$ cat config.mk
export PLATFORM = sky130hd
export DESIGN_NAME = smbus_seq
export DESIGN_NICKNAME = d
export VERILOG_FILES = /design/src/rtl/smbseq_pkg.sv /design/src/rtl/smbseq_plan.sv /design/src/rtl/smbseq_regs.sv /design/src/rtl/smbseq_ctrl.sv /design/src/rtl/smbus_seq.sv
export SDC_FILE = /design/constraint.sdc
export NUM_CORES = 1
export LEC_CHECK = 0
export CORE_UTILIZATION = 60
export CTS_BUF_LIST = sky130_fd_sc_hd__clkbuf_2
export CTS_CLUSTER_DIAMETER = 80
export DETAILED_ROUTE_END_ITERATION = 10
export DONT_BUFFER_PORTS = 1
export PLACE_DENSITY = 0.87
export RECOVER_POWER = 25
export SLEW_MARGIN = 20
export SYNTH_ARGS = -nofsm -noshare
export SYNTH_HDL_FRONTEND = slang
export SYNTH_SLANG_ARGS = --single-unit
$ cat constraint.sdc
create_clock -name clk -period 2.4 [get_ports clk]
set_input_delay 0 -clock clk [delete_from_list [all_inputs] [get_ports clk]]
set_output_delay 0 -clock clk [all_outputs]
set_load 0.005 [all_outputs]
$ cat src/rtl/smbseq_pkg.sv
package smbseq_pkg;

  localparam logic [2:0] PR_QUICK = 3'd0;
  localparam logic [2:0] PR_BYTE  = 3'd1;
  localparam logic [2:0] PR_BDATA = 3'd2;
  localparam logic [2:0] PR_WORD  = 3'd3;
  localparam logic [2:0] PR_BLOCK = 3'd5;
  localparam logic [2:0] PR_IBLK  = 3'd6;

  typedef enum logic [2:0] {
    BOP_START = 3'd0,
    BOP_SEND  = 3'd1,
    BOP_RECV  = 3'd2,
    BOP_NACK  = 3'd3,
    BOP_STOP  = 3'd4
  } bus_op_e;

  typedef enum logic [2:0] {
    MK_START_W, MK_START_R, MK_SEND, MK_RECV, MK_NACK, MK_STOP, MK_HAND
  } step_kind_e;

  typedef enum logic [1:0] {SRC_CMD, SRC_D0, SRC_D1} src_e;
  typedef enum logic [1:0] {DST_NONE, DST_D0, DST_D1, DST_BLK} dst_e;

  typedef enum logic [1:0] {ST_IDLE, ST_ISSUE, ST_WAIT} seq_state_e;

  typedef struct packed {
    step_kind_e kind;
    src_e       src;
    dst_e       dst;
  } step_t;

  function automatic logic proto_supported(input logic [2:0] p);
    return (p == PR_QUICK) || (p == PR_BYTE) || (p == PR_BDATA) ||
           (p == PR_WORD) || (p == PR_BLOCK) || (p == PR_IBLK);
  endfunction

  function automatic step_t mk_step(input step_kind_e k, input src_e s, input dst_e d);
    step_t t;
    t.kind = k;
    t.src  = s;
    t.dst  = d;
    return t;
  endfunction

endpackage

$ cat src/rtl/smbseq_plan.sv
module smbseq_plan
  import smbseq_pkg::*;
#(
  parameter int STEP_W = 3
) (
  input  logic [2:0]        proto_i,
  input  logic              rd_i,
  input  logic [STEP_W-1:0] idx_i,
  output step_t             step_o
);

  step_t sw, sr, stp, hnd, nack;

  always_comb begin
    sw   = mk_step(MK_START_W, SRC_CMD, DST_NONE);
    sr   = mk_step(MK_START_R, SRC_CMD, DST_NONE);
    stp  = mk_step(MK_STOP,    SRC_CMD, DST_NONE);
    hnd  = mk_step(MK_HAND,    SRC_CMD, DST_NONE);
    nack = mk_step(MK_NACK,    SRC_CMD, DST_NONE);
    step_o = stp;
    case (proto_i)
      PR_QUICK: begin
        if (idx_i == '0) step_o = rd_i ? sr : sw;
      end
      PR_BYTE: begin
        if (rd_i) begin
          case (int'(idx_i))
            0: step_o = sr;
            1: step_o = mk_step(MK_RECV, SRC_CMD, DST_D0);
            2: step_o = nack;
            default: step_o = stp;
          endcase
        end else begin
          case (int'(idx_i))
            0: step_o = sw;
            1: step_o = mk_step(MK_SEND, SRC_CMD, DST_NONE);
            default: step_o = stp;
          endcase
        end
      end
      PR_BDATA: begin
        if (rd_i) begin
          case (int'(idx_i))
            0: step_o = sw;
            1: step_o = mk_step(MK_SEND, SRC_CMD, DST_NONE);
            2: step_o = sr;
            3: step_o = mk_step(MK_RECV, SRC_CMD, DST_D0);
            4: step_o = nack;
            default: step_o = stp;
          endcase
        end else begin
          case (int'(idx_i))
            0: step_o = sw;
            1: step_o = mk_step(MK_SEND, SRC_CMD, DST_NONE);
            2: step_o = mk_step(MK_SEND, SRC_D0, DST_NONE);
            default: step_o = stp;
          endcase
        end
      end
      PR_WORD: begin
        if (rd_i) begin
          case (int'(idx_i))
            0: step_o = sw;
            1: step_o = mk_step(MK_SEND, SRC_CMD, DST_NONE);
            2: step_o = sr;
            3: step_o = mk_step(MK_RECV, SRC_CMD, DST_D0);
            4: step_o = mk_step(MK_RECV, SRC_CMD, DST_D1);
            5: step_o = nack;
            default: step_o = stp;
          endcase
        end else begin
          case (int'(idx_i))
            0: step_o = sw;
            1: step_o = mk_step(MK_SEND, SRC_CMD, DST_NONE);
            2: step_o = mk_step(MK_SEND, SRC_D0, DST_NONE);
            3: step_o = mk_step(MK_SEND, SRC_D1, DST_NONE);
            default: step_o = stp;
          endcase
        end
      end
      PR_BLOCK: begin
        if (rd_i) begin
          case (int'(idx_i))
            0: step_o = sw;
            1: step_o = mk_step(MK_SEND, SRC_CMD, DST_NONE);
            2: step_o = sr;
            3: step_o = mk_step(MK_RECV, SRC_CMD, DST_D0);
            default: step_o = hnd;
          endcase
        end else begin
          case (int'(idx_i))
            0: step_o = sw;
            1: step_o = mk_step(MK_SEND, SRC_CMD, DST_NONE);
            2: step_o = mk_step(MK_SEND, SRC_D0, DST_NONE);
            default: step_o = hnd;
          endcase
        end
      end
      PR_IBLK: begin
        case (int'(idx_i))
          0: step_o = sw;
          1: step_o = mk_step(MK_SEND, SRC_D1, DST_NONE);
          2: step_o = sr;
          3: step_o = mk_step(MK_RECV, SRC_CMD, DST_BLK);
          default: step_o = hnd;
        endcase
      end
      default: step_o = stp;
    endcase
  end

endmodule

$ cat src/rtl/smbseq_regs.sv
module smbseq_regs
  import smbseq_pkg::*;
#(
  parameter int DW = 8
) (
  input  logic          clk,
  input  logic          rst,
  input  logic          load_i,
  input  logic [2:0]    proto_i,
  input  logic [DW-1:0] addr_i,
  input  logic [DW-1:0] cmd_i,
  input  logic [DW-1:0] d0_i,
  input  logic [DW-1:0] d1_i,
  input  logic          store_i,
  input  dst_e          dst_i,
  input  logic [DW-1:0] rx_i,
  input  logic          set_done_i,
  input  logic          set_err_i,
  input  logic          set_bdone_i,
  input  logic [2:0]    clr_i,
  output logic [2:0]    proto_q,
  output logic [DW-1:0] addr_q,
  output logic [DW-1:0] cmd_q,
  output logic [DW-1:0] d0_q,
  output logic [DW-1:0] d1_q,
  output logic [DW-1:0] blk_q,
  output logic          done_o,
  output logic          dev_err_o,
  output logic          bdone_o
);

  always_ff @(posedge clk) begin
    if (rst) begin
      proto_q <= '0;
      addr_q  <= '0;
      cmd_q   <= '0;
      d0_q    <= '0;
      d1_q    <= '0;
      blk_q   <= '0;
    end else if (load_i) begin
      proto_q <= proto_i;
      addr_q  <= addr_i;
      cmd_q   <= cmd_i;
      d0_q    <= d0_i;
      d1_q    <= d1_i;
    end else if (store_i) begin
      case (dst_i)
        DST_D0:  d0_q  <= rx_i;
        DST_D1:  d1_q  <= rx_i;
        DST_BLK: blk_q <= rx_i;
        default: ;
      endcase
    end
  end

  always_ff @(posedge clk) begin
    if (rst) begin
      done_o    <= 1'b0;
      dev_err_o <= 1'b0;
      bdone_o   <= 1'b0;
    end else begin
      if (set_done_i)       done_o <= 1'b1;
      else if (clr_i[0])    done_o <= 1'b0;
      if (set_err_i)        dev_err_o <= 1'b1;
      else if (clr_i[1])    dev_err_o <= 1'b0;
      if (set_bdone_i)      bdone_o <= 1'b1;
      else if (clr_i[2])    bdone_o <= 1'b0;
    end
  end


  excl_flag_chk: assert property (@(posedge clk) disable iff (rst)
    $rose(done_o) |-> !$rose(dev_err_o));


  clr_done_chk: assert property (@(posedge clk) disable iff (rst)
    (clr_i[0] && !set_done_i) |=> !done_o);

endmodule

$ cat src/rtl/smbseq_ctrl.sv
module smbseq_ctrl
  import smbseq_pkg::*;
#(
  parameter int DW     = 8,
  parameter int STEP_W = 3
) (
  input  logic              clk,
  input  logic              rst,
  input  logic              start_i,
  input  logic [2:0]        proto_i,
  input  logic              dev_err_i,
  input  step_kind_e        kind_i,
  input  src_e              src_i,
  input  logic [DW-2:0]     tgt_i,
  input  logic [DW-1:0]     cmd_q_i,
  input  logic [DW-1:0]     d0_q_i,
  input  logic [DW-1:0]     d1_q_i,
  input  logic              rsp_valid_i,
  input  logic              rsp_err_i,
  output logic [STEP_W-1:0] idx_o,
  output logic              ready_o,
  output logic              load_o,
  output logic              store_o,
  output logic              set_done_o,
  output logic              set_err_o,
  output logic              set_bdone_o,
  output logic              handoff_o,
  output logic              cmd_valid_o,
  output logic [2:0]        cmd_op_o,
  output logic [DW-1:0]     cmd_byte_o
);

  seq_state_e        state_q, state_d;
  logic [STEP_W-1:0] idx_q, idx_d;
  logic              abort_q, abort_d;
  logic              issue, hand_d;
  step_kind_e        cur_kind;
  bus_op_e           op_d;
  logic [DW-1:0]     byte_d;

  assign cur_kind = abort_q ? MK_STOP : kind_i;
  assign idx_o    = idx_q;
  assign ready_o  = (state_q == ST_IDLE);

  always_comb begin
    state_d     = state_q;
    idx_d       = idx_q;
    abort_d     = abort_q;
    load_o      = 1'b0;
    store_o     = 1'b0;
    set_done_o  = 1'b0;
    set_err_o   = 1'b0;
    set_bdone_o = 1'b0;
    issue       = 1'b0;
    hand_d      = 1'b0;
    case (state_q)
      ST_IDLE: begin
        if (start_i && !dev_err_i) begin
          if (proto_supported(proto_i)) begin
            load_o  = 1'b1;
            idx_d   = '0;
            abort_d = 1'b0;
            state_d = ST_ISSUE;
          end else begin
            set_err_o = 1'b1;
          end
        end
      end
      ST_ISSUE: begin
        if (cur_kind == MK_HAND) begin
          set_bdone_o = 1'b1;
          hand_d      = 1'b1;
          state_d     = ST_IDLE;
        end else begin
          issue   = 1'b1;
          state_d = ST_WAIT;
        end
      end
      ST_WAIT: begin
        if (rsp_valid_i) begin
          if (cur_kind == MK_STOP) begin
            if (abort_q || rsp_err_i) set_err_o = 1'b1;
            else                      set_done_o = 1'b1;
            state_d = ST_IDLE;
          end else if (rsp_err_i) begin
            abort_d = 1'b1;
            state_d = ST_ISSUE;
          end else begin
            store_o = (cur_kind == MK_RECV);
            idx_d   = idx_q + STEP_W'(1);
            state_d = ST_ISSUE;
          end
        end
      end
      default: state_d = ST_IDLE;
    endcase
  end

  always_comb begin
    op_d   = BOP_STOP;
    byte_d = '0;
    case (cur_kind)
      MK_START_W: begin op_d = BOP_START; byte_d = {tgt_i, 1'b0}; end
      MK_START_R: begin op_d = BOP_START; byte_d = {tgt_i, 1'b1}; end
      MK_SEND: begin
        op_d = BOP_SEND;
        case (src_i)
          SRC_D0:  byte_d = d0_q_i;
          SRC_D1:  byte_d = d1_q_i;
          default: byte_d = cmd_q_i;
        endcase
      end
      MK_RECV: op_d = BOP_RECV;
      MK_NACK: op_d = BOP_NACK;
      default: op_d = BOP_STOP;
    endcase
  end

  always_ff @(posedge clk) begin
    if (rst) begin
      state_q     <= ST_IDLE;
      idx_q       <= '0;
      abort_q     <= 1'b0;
      cmd_valid_o <= 1'b0;
      cmd_op_o    <= '0;
      cmd_byte_o  <= '0;
      handoff_o   <= 1'b0;
    end else begin
      state_q     <= state_d;
      idx_q       <= idx_d;
      abort_q     <= abort_d;
      cmd_valid_o <= issue;
      handoff_o   <= hand_d;
      if (issue) begin
        cmd_op_o   <= op_d;
        cmd_byte_o <= byte_d;
      end
    end
  end


  one_cmd_chk: assert property (@(posedge clk) disable iff (rst)
    cmd_valid_o |=> !cmd_valid_o);


  busy_cmd_chk: assert property (@(posedge clk) disable iff (rst)
    cmd_valid_o |-> !ready_o);


  blocked_chk: assert property (@(posedge clk) disable iff (rst)
    (ready_o && start_i && dev_err_i) |=> (ready_o && !cmd_valid_o));


  rsp_idle_chk: assert property (@(posedge clk) disable iff (rst)
    rsp_valid_i |-> !ready_o);

endmodule

$ cat src/rtl/smbus_seq.sv
module smbus_seq
  import smbseq_pkg::*;
#(
  parameter int DW     = 8,
  parameter int STEP_W = 3
) (
  input  logic          clk,
  input  logic          rst,
  input  logic          start_i,
  input  logic [2:0]    proto_i,
  input  logic [DW-1:0] addr_i,
  input  logic [DW-1:0] cmd_i,
  input  logic [DW-1:0] data0_i,
  input  logic [DW-1:0] data1_i,
  input  logic [2:0]    flag_clr_i,
  output logic          ready_o,
  output logic [DW-1:0] data0_o,
  output logic [DW-1:0] data1_o,
  output logic [DW-1:0] blk_byte_o,
  output logic          done_o,
  output logic          dev_err_o,
  output logic          byte_done_o,
  output logic          handoff_o,
  output logic          bus_cmd_valid_o,
  output logic [2:0]    bus_cmd_op_o,
  output logic [DW-1:0] bus_cmd_byte_o,
  input  logic          bus_rsp_valid_i,
  input  logic          bus_rsp_err_i,
  input  logic [DW-1:0] bus_rsp_data_i
);

  logic [2:0]        proto_q;
  logic [DW-1:0]     addr_q, cmd_q;
  logic [STEP_W-1:0] idx;
  step_t             step;
  logic              load, store, set_done, set_err, set_bdone;

  smbseq_plan #(.STEP_W(STEP_W)) plan_i (
    .proto_i (proto_q),
    .rd_i    (addr_q[0]),
    .idx_i   (idx),
    .step_o  (step)
  );

  smbseq_ctrl #(.DW(DW), .STEP_W(STEP_W)) ctrl_i (
    .clk         (clk),
    .rst         (rst),
    .start_i     (start_i),
    .proto_i     (proto_i),
    .dev_err_i   (dev_err_o),
    .kind_i      (step.kind),
    .src_i       (step.src),
    .tgt_i       (addr_q[DW-1:1]),
    .cmd_q_i     (cmd_q),
    .d0_q_i      (data0_o),
    .d1_q_i      (data1_o),
    .rsp_valid_i (bus_rsp_valid_i),
    .rsp_err_i   (bus_rsp_err_i),
    .idx_o       (idx),
    .ready_o     (ready_o),
    .load_o      (load),
    .store_o     (store),
    .set_done_o  (set_done),
    .set_err_o   (set_err),
    .set_bdone_o (set_bdone),
    .handoff_o   (handoff_o),
    .cmd_valid_o (bus_cmd_valid_o),
    .cmd_op_o    (bus_cmd_op_o),
    .cmd_byte_o  (bus_cmd_byte_o)
  );

  smbseq_regs #(.DW(DW)) regs_i (
    .clk         (clk),
    .rst         (rst),
    .load_i      (load),
    .proto_i     (proto_i),
    .addr_i      (addr_i),
    .cmd_i       (cmd_i),
    .d0_i        (data0_i),
    .d1_i        (data1_i),
    .store_i     (store),
    .dst_i       (step.dst),
    .rx_i        (bus_rsp_data_i),
    .set_done_i  (set_done),
    .set_err_i   (set_err),
    .set_bdone_i (set_bdone),
    .clr_i       (flag_clr_i),
    .proto_q     (proto_q),
    .addr_q      (addr_q),
    .cmd_q       (cmd_q),
    .d0_q        (data0_o),
    .d1_q        (data1_o),
    .blk_q       (blk_byte_o),
    .done_o      (done_o),
    .dev_err_o   (dev_err_o),
    .bdone_o     (byte_done_o)
  );

endmodule

# After elaboration in Yosys (flattened, before gate mapping)
# Index checks and enable logic that the tools add are counted.
# Widths: inputs -> output; s select.
# classes
add_sub_neg,1
eq_ne,34
n_mux,71
n_bitwise,1
n_reduce_logical,27
# ops
operator,n
$pmux 7 s4,3
$pmux 7 s6,2
$pmux 7 s3,3
$mux 8,6
$mux 7,5
$pmux 7 s5,1
$mux 1,32
$eq 3x3->1 const B,9
$eq 3x2->1 const B,8
$pmux 8 s3,1
$mux 3,6
$pmux 8 s2,1
$pmux 7 s2,1
$reduce_bool 2->1,7
$eq 3x1->1 const B,4
$logic_not 3->1,4
$pmux 3 s4,1
$reduce_and 6->1,2
$eq 2x2->1 const B,4
$mux 2,4
$ne 2x2->1 const B,4
$eq 2x1->1 const B,3
$logic_or 1x1->1,6
$pmux 2 s3,1
12 further kinds,16
# word_totals
word_cells,150
register_bits,65
out_inout_bits,41

# Logic depth before layout (Yosys ltp)
# logic_depth
ltp_word,12
depth_mapped,14
mapped_depth_nobuf,11

# By module
# From an unflattened synthesis, not the netlist that was laid out.
# unflattened
hier_cells,406
hier_area_um2,3575.9
# by_module_without_submodules
mod,area_each_um2,cells_each,instances
smbseq_regs,1978.1,201,1
smbseq_ctrl,1158.6,141,1
smbseq_plan,439.2,64,1

# Worst setup path after synthesis
# Ideal clock, no wire load.
# synth_timing
path_type,reg2reg
startpoint,register ctrl_i.idx_q[1] (netlist: ctrl_i.idx_o[1])
endpoint,register ctrl_i.idx_q[0] (netlist: ctrl_i.idx_o[0])
path_stages_with_launch,11
path_slack_ps,-184
required_ps,2279
setup_ps,121
arrival_ps,2463
path_cell_list,dfxtp_1 > buf_2 > inv_1 > ha_1 > nor2b_1 > a211oi_1 > a311o_1 > a311oi_2 > a21oi_1 > a41o_1 > mux2_4
# synth_via
elab_chain_len,8
elab_cells_between_ends,25
classes_between,eq/ne: 7; mux: 16; reduce/logical: 2
# synth_rtl
element,line_no,rtl
from (decl),smbseq_ctrl.sv:34,"logic [STEP_W-1:0] idx_q, idx_d;"
from (signal assigned),smbseq_ctrl.sv:130,idx_q <= idx_d;
"$eq 3x3->1, or another cell as far along",smbseq_plan.sv:62,case (int'(idx_i))
"$pmux 7 s6, or another cell as far along",smbseq_plan.sv:62,
$mux 7 (on tied branches),n/a,
$pmux 7 s6 (*),smbseq_plan.sv:21,case (proto_i)
$mux 3 (*),smbseq_ctrl.sv:41,assign cur_kind = abort_q ? MK_STOP : kind_i;
$eq 3x3->1 (*),smbseq_ctrl.sv:81,if (cur_kind == MK_STOP) begin
$ne 2x2->1 (no source line) (*),n/a,
$reduce_and 6->1 (no source line) (*),n/a,
# Every way passes the cells marked *; elsewhere a longest branch is shown, timed or not.
# A chain may end at the register's enable or synchronous reset.

# Worst setup path in the final report
# layout_timing
startpoint,register ctrl_i.idx_q[2] (netlist: ctrl_i.idx_o[2])
endpoint,register regs_i.d0_q[4]
# layout_via
elab_chain_len,12
elab_cells_between_ends,32
classes_between,eq/ne: 8; mux: 20; reduce/logical: 4
# layout_rtl
element,line_no,rtl
"$eq 3x3->1, or another cell as far along",smbseq_plan.sv:62,
"$pmux 7 s6, or another cell as far along",smbseq_plan.sv:62,
$mux 7 (on tied branches),n/a,
$pmux 7 s6 (*),smbseq_plan.sv:21,
$mux 3,smbseq_ctrl.sv:41,
$eq 3x2->1,smbseq_ctrl.sv:89,store_o = (cur_kind == MK_RECV);
$mux 1,smbseq_ctrl.sv:85,end else if (rsp_err_i) begin
$mux 1,smbseq_ctrl.sv:81,
$mux 1,smbseq_ctrl.sv:80,if (rsp_valid_i) begin
$mux 1,smbseq_ctrl.sv:56,case (state_q)
$reduce_bool 2->1 (no source line),n/a,
$reduce_and 2->1 (no source line) (*),n/a,
to (signal assigned),smbseq_regs.sv:44,d0_q <= d0_i;
to (signal assigned),smbseq_regs.sv:48,DST_D0: d0_q <= rx_i;
to (decl),smbseq_regs.sv:24,"output logic [DW-1:0] d0_q,"
# Marked as above.

==> results.toml <==
[run_status]
status = "finished, violations left"
violations = "negative setup slack"

[synth]
synthCells = 432
synth_ff_type = "dfxtp_1"
async_flop_share_pct = 0
synth_top_area_share_pct = 35.5
yosysMostFrequentCell = "dfxtp_1"
synth_edf_count = 0
yosys-top-cells-count = "dfxtp_1 (65), nand2_1 (51), nor2_1 (38)"
synth_cell_type_count = 78
yosysSeqAreaShare_pct = 35.5
syn_avg_cell_area_um2 = 8.48
yosys_register_bits = 65
yosysWarnings = 0
syn-cell-area_mm2 = 0.00366
syn_nets = 491
yosysTopAreaCell = "dfxtp_1"
synth.area.top_cells = "dfxtp_1 (36%), nand2_1 (5.2%), a21oi_1 (4.4%)"

[place]
dp_slack_ns = -0.180
place_congestion = 1.01
placed_cell_area_mm2 = 0.00409
dp.cells = 529
io_buffers = 0
hpwl_um = 7460

[detailed_routing]
drt_first_pass_iters = 8
route.vias.total = 4907
drt-initial-drc-count = 970
routedWlPerCell_um = 30.3
antenna_left = 0
drc_errors = 0
routed_wl_um = 18600
drt-vias-per-instance = 7.98

[clocking]
cts.sinks = 65
cts.path.max_buffers = 2
htreeDepth = 3
cts_inserted_buffers = 9
clk_latency_ns = 0.57
clkSlewWorstSetupHoldPaths_ns = 0.24
root_buffer = "clkbuf_2"
cts_tree = "done"

[global_routing]
gr-total-overflow = 0
use_met1_pct = 49.6
use_met3_pct = 15.8
antenna_found_initial = 2
met2_usage_pct = 75.0
busiest_layer = "met2"
grt_pass1_vias = 4272
grt_max_degree = 55
groute.usage.overall_pct = 45.6
grt_pass1_wl_um = 21800

[finish]
area_growth_syn_to_layout_pct = 45.1
utilization_pct = 89.8
antennaDiodeCount = 0
fill_cells = 188
drive_gt1_share_pct = 32.6
nets = 594
stdcell_count = 615
finish.instance_area_mm2 = 0.00532

[critical_path]
setup.worst_path.start_class = "flop"
worstSetupPathType = "flop to flop"
ff2ff_path_depth = 11
cp.arrival_ns = 3.29
required_ns = 2.78
critPathMaxFanout = 8
cp-end-kind = "flop"

[timing]
rsz0062_at_grt = "yes"
post-route-min-period_ns = 2.91
fin_skew_ns = 0.0891
setup_ws_ns = -0.506
setup_viol = 49
finalHoldViolCount = 0
tightest_slew_ns = 0.735
whs_ns = 0.142
slew_headroom_pct = 50.3
finalMaxSlewViolations = 0
finalCritPeriodShare_pct = 121
fmax_mhz = 344

[power]
vdd_drop_max_mv = 0.576
power_density_mw_per_mm2 = 509
cellLeakagePower_nw = 1.93

[die]
dieHeight_um = 80.1
core_region_area_mm2 = 0.00592
ios = 92
die_area_mm2 = 0.00642
core.rowCount = 28
start_util_pct = 61.9
chipWidth_um = 80.1

[worst_hold_path]
hold_path.class = "input port to flop"
whs_path_depth = 3

[job]
maxCapViolations = 0
-- area by class of cell --
type	count	area, um^2	area share, %
inverters	10	42.5	0.800
repair buffers	125	1150	21.7
flip-flops and latches	65	1320	24.8
clock buffers	9	45.0	0.847
clock inverters	7	68.8	1.29
multi-input cells	324	2590	48.8
well taps	75	93.8	1.77
-- kinds of logic after synthesis --
group,share of synthesized area (%)
and+or+nand+nor,21.8
muxes,4.78
AOI/OAI and AO/OA,28.9
xor gates and xnor gates,0.239
buffers and inverters,6.08
DFF,35.5
adders and majority gates,2.73
-- repair_timing --
action / 4_1_cts / 5_1_grt
setup buffers: 6 / 8
pin swaps: 21 / 25
hold buffers: 55 / 1
endpoints found under the setup margin: 40 / 49
resized for setup: 26 / 62
endpoints found under the hold margin: 65 / 10
-- where the power goes --
group / leakage, nW / total (mW) / internal (mW) / switching, mW
logic: 1.33 / 0.702 / 0.289 / 0.413
clock network: 0.0697 / 0.753 / 0.239 / 0.515
registers: 0.534 / 1.25 / 1.15 / 0.101
total: 1.93 / 2.71 / 1.68 / 1.03
-- critical path: stages (launching register included) --
cell and delay [ns]:
dfxtp_2 0.39, inv_1 0.20, ha_4 0.25, nor3b_4 0.07, buf_4 0.15, o21ai_0 0.30, nand2_2 0.20, a31oi_4 0.31
nand4_1 0.18, buf_6 0.21, o21ai_0 0.33, a311oi_1 0.16
-- worst paths after layout --
kind | endpoint | slack [ns] | startpoint
worst max-delay path | regs_i.d0_q[4]$_SDFFE_PP0P_ | -0.51 | ctrl_i.idx_o[2]$_SDFFE_PP0P_
worst min-delay path | regs_i.cmd_q[3]$_SDFFE_PP0P_ | 0.14 | cmd_i[3]
worst max register to register | regs_i.d0_q[4]$_SDFFE_PP0P_ | -0.51 | ctrl_i.idx_o[2]$_SDFFE_PP0P_
worst min register to register | regs_i.cmd_q[7]$_SDFFE_PP0P_ | 0.51 | regs_i.cmd_q[7]$_SDFFE_PP0P_
-- metrics by stage --
stage          power [mW]  TNS [ns]
6_report             2.71    -12.46
5_1_grt              2.72    -19.07
4_1_cts              2.41   -0.0434
3_5_place_dp         1.67     -3.44
3_3_place_gp         1.65    -0.719
2_1_floorplan        1.54  -0.00481
-- state kept, by name, summed over array words and instances, names as in the netlist, 2 cells and up --
register / flops
ctrl_i.cmd_byte_o: 8
regs_i.addr_q: 8
regs_i.blk_q: 8
regs_i.cmd_q: 8
regs_i.d0_q: 8
regs_i.d1_q: 8
ctrl_i.cmd_op_o: 3
ctrl_i.idx_o: 3
regs_i.proto_q: 3
ctrl_i.state_q: 2
-- layer usage --
layer | up-vias | part of all wire [%]
li1 | 1795 | -
met1 | 2161 | 31
met2 | 654 | 43
met3 | 295 | 14
met4 | 2 | 12
met5 | - | 0.043
-- cell usage in the layout, fill, tap and decap left out, drive strengths merged, types with 10 or more instances in the layout --
| cell type | count |
|---|---|
| buf | 70 |
| a22oi | 15 |
| a211oi | 10 |
| a21oi | 34 |
| dfxtp | 65 |
| nand3 | 12 |
| nand2b | 10 |
| inv | 11 |
| dlygate4sd3 | 55 |
| nor2 | 41 |
| nand2 | 52 |
| o21ai | 26 |
| mux2i | 16 |
Power figures use the tool's default switching activity.
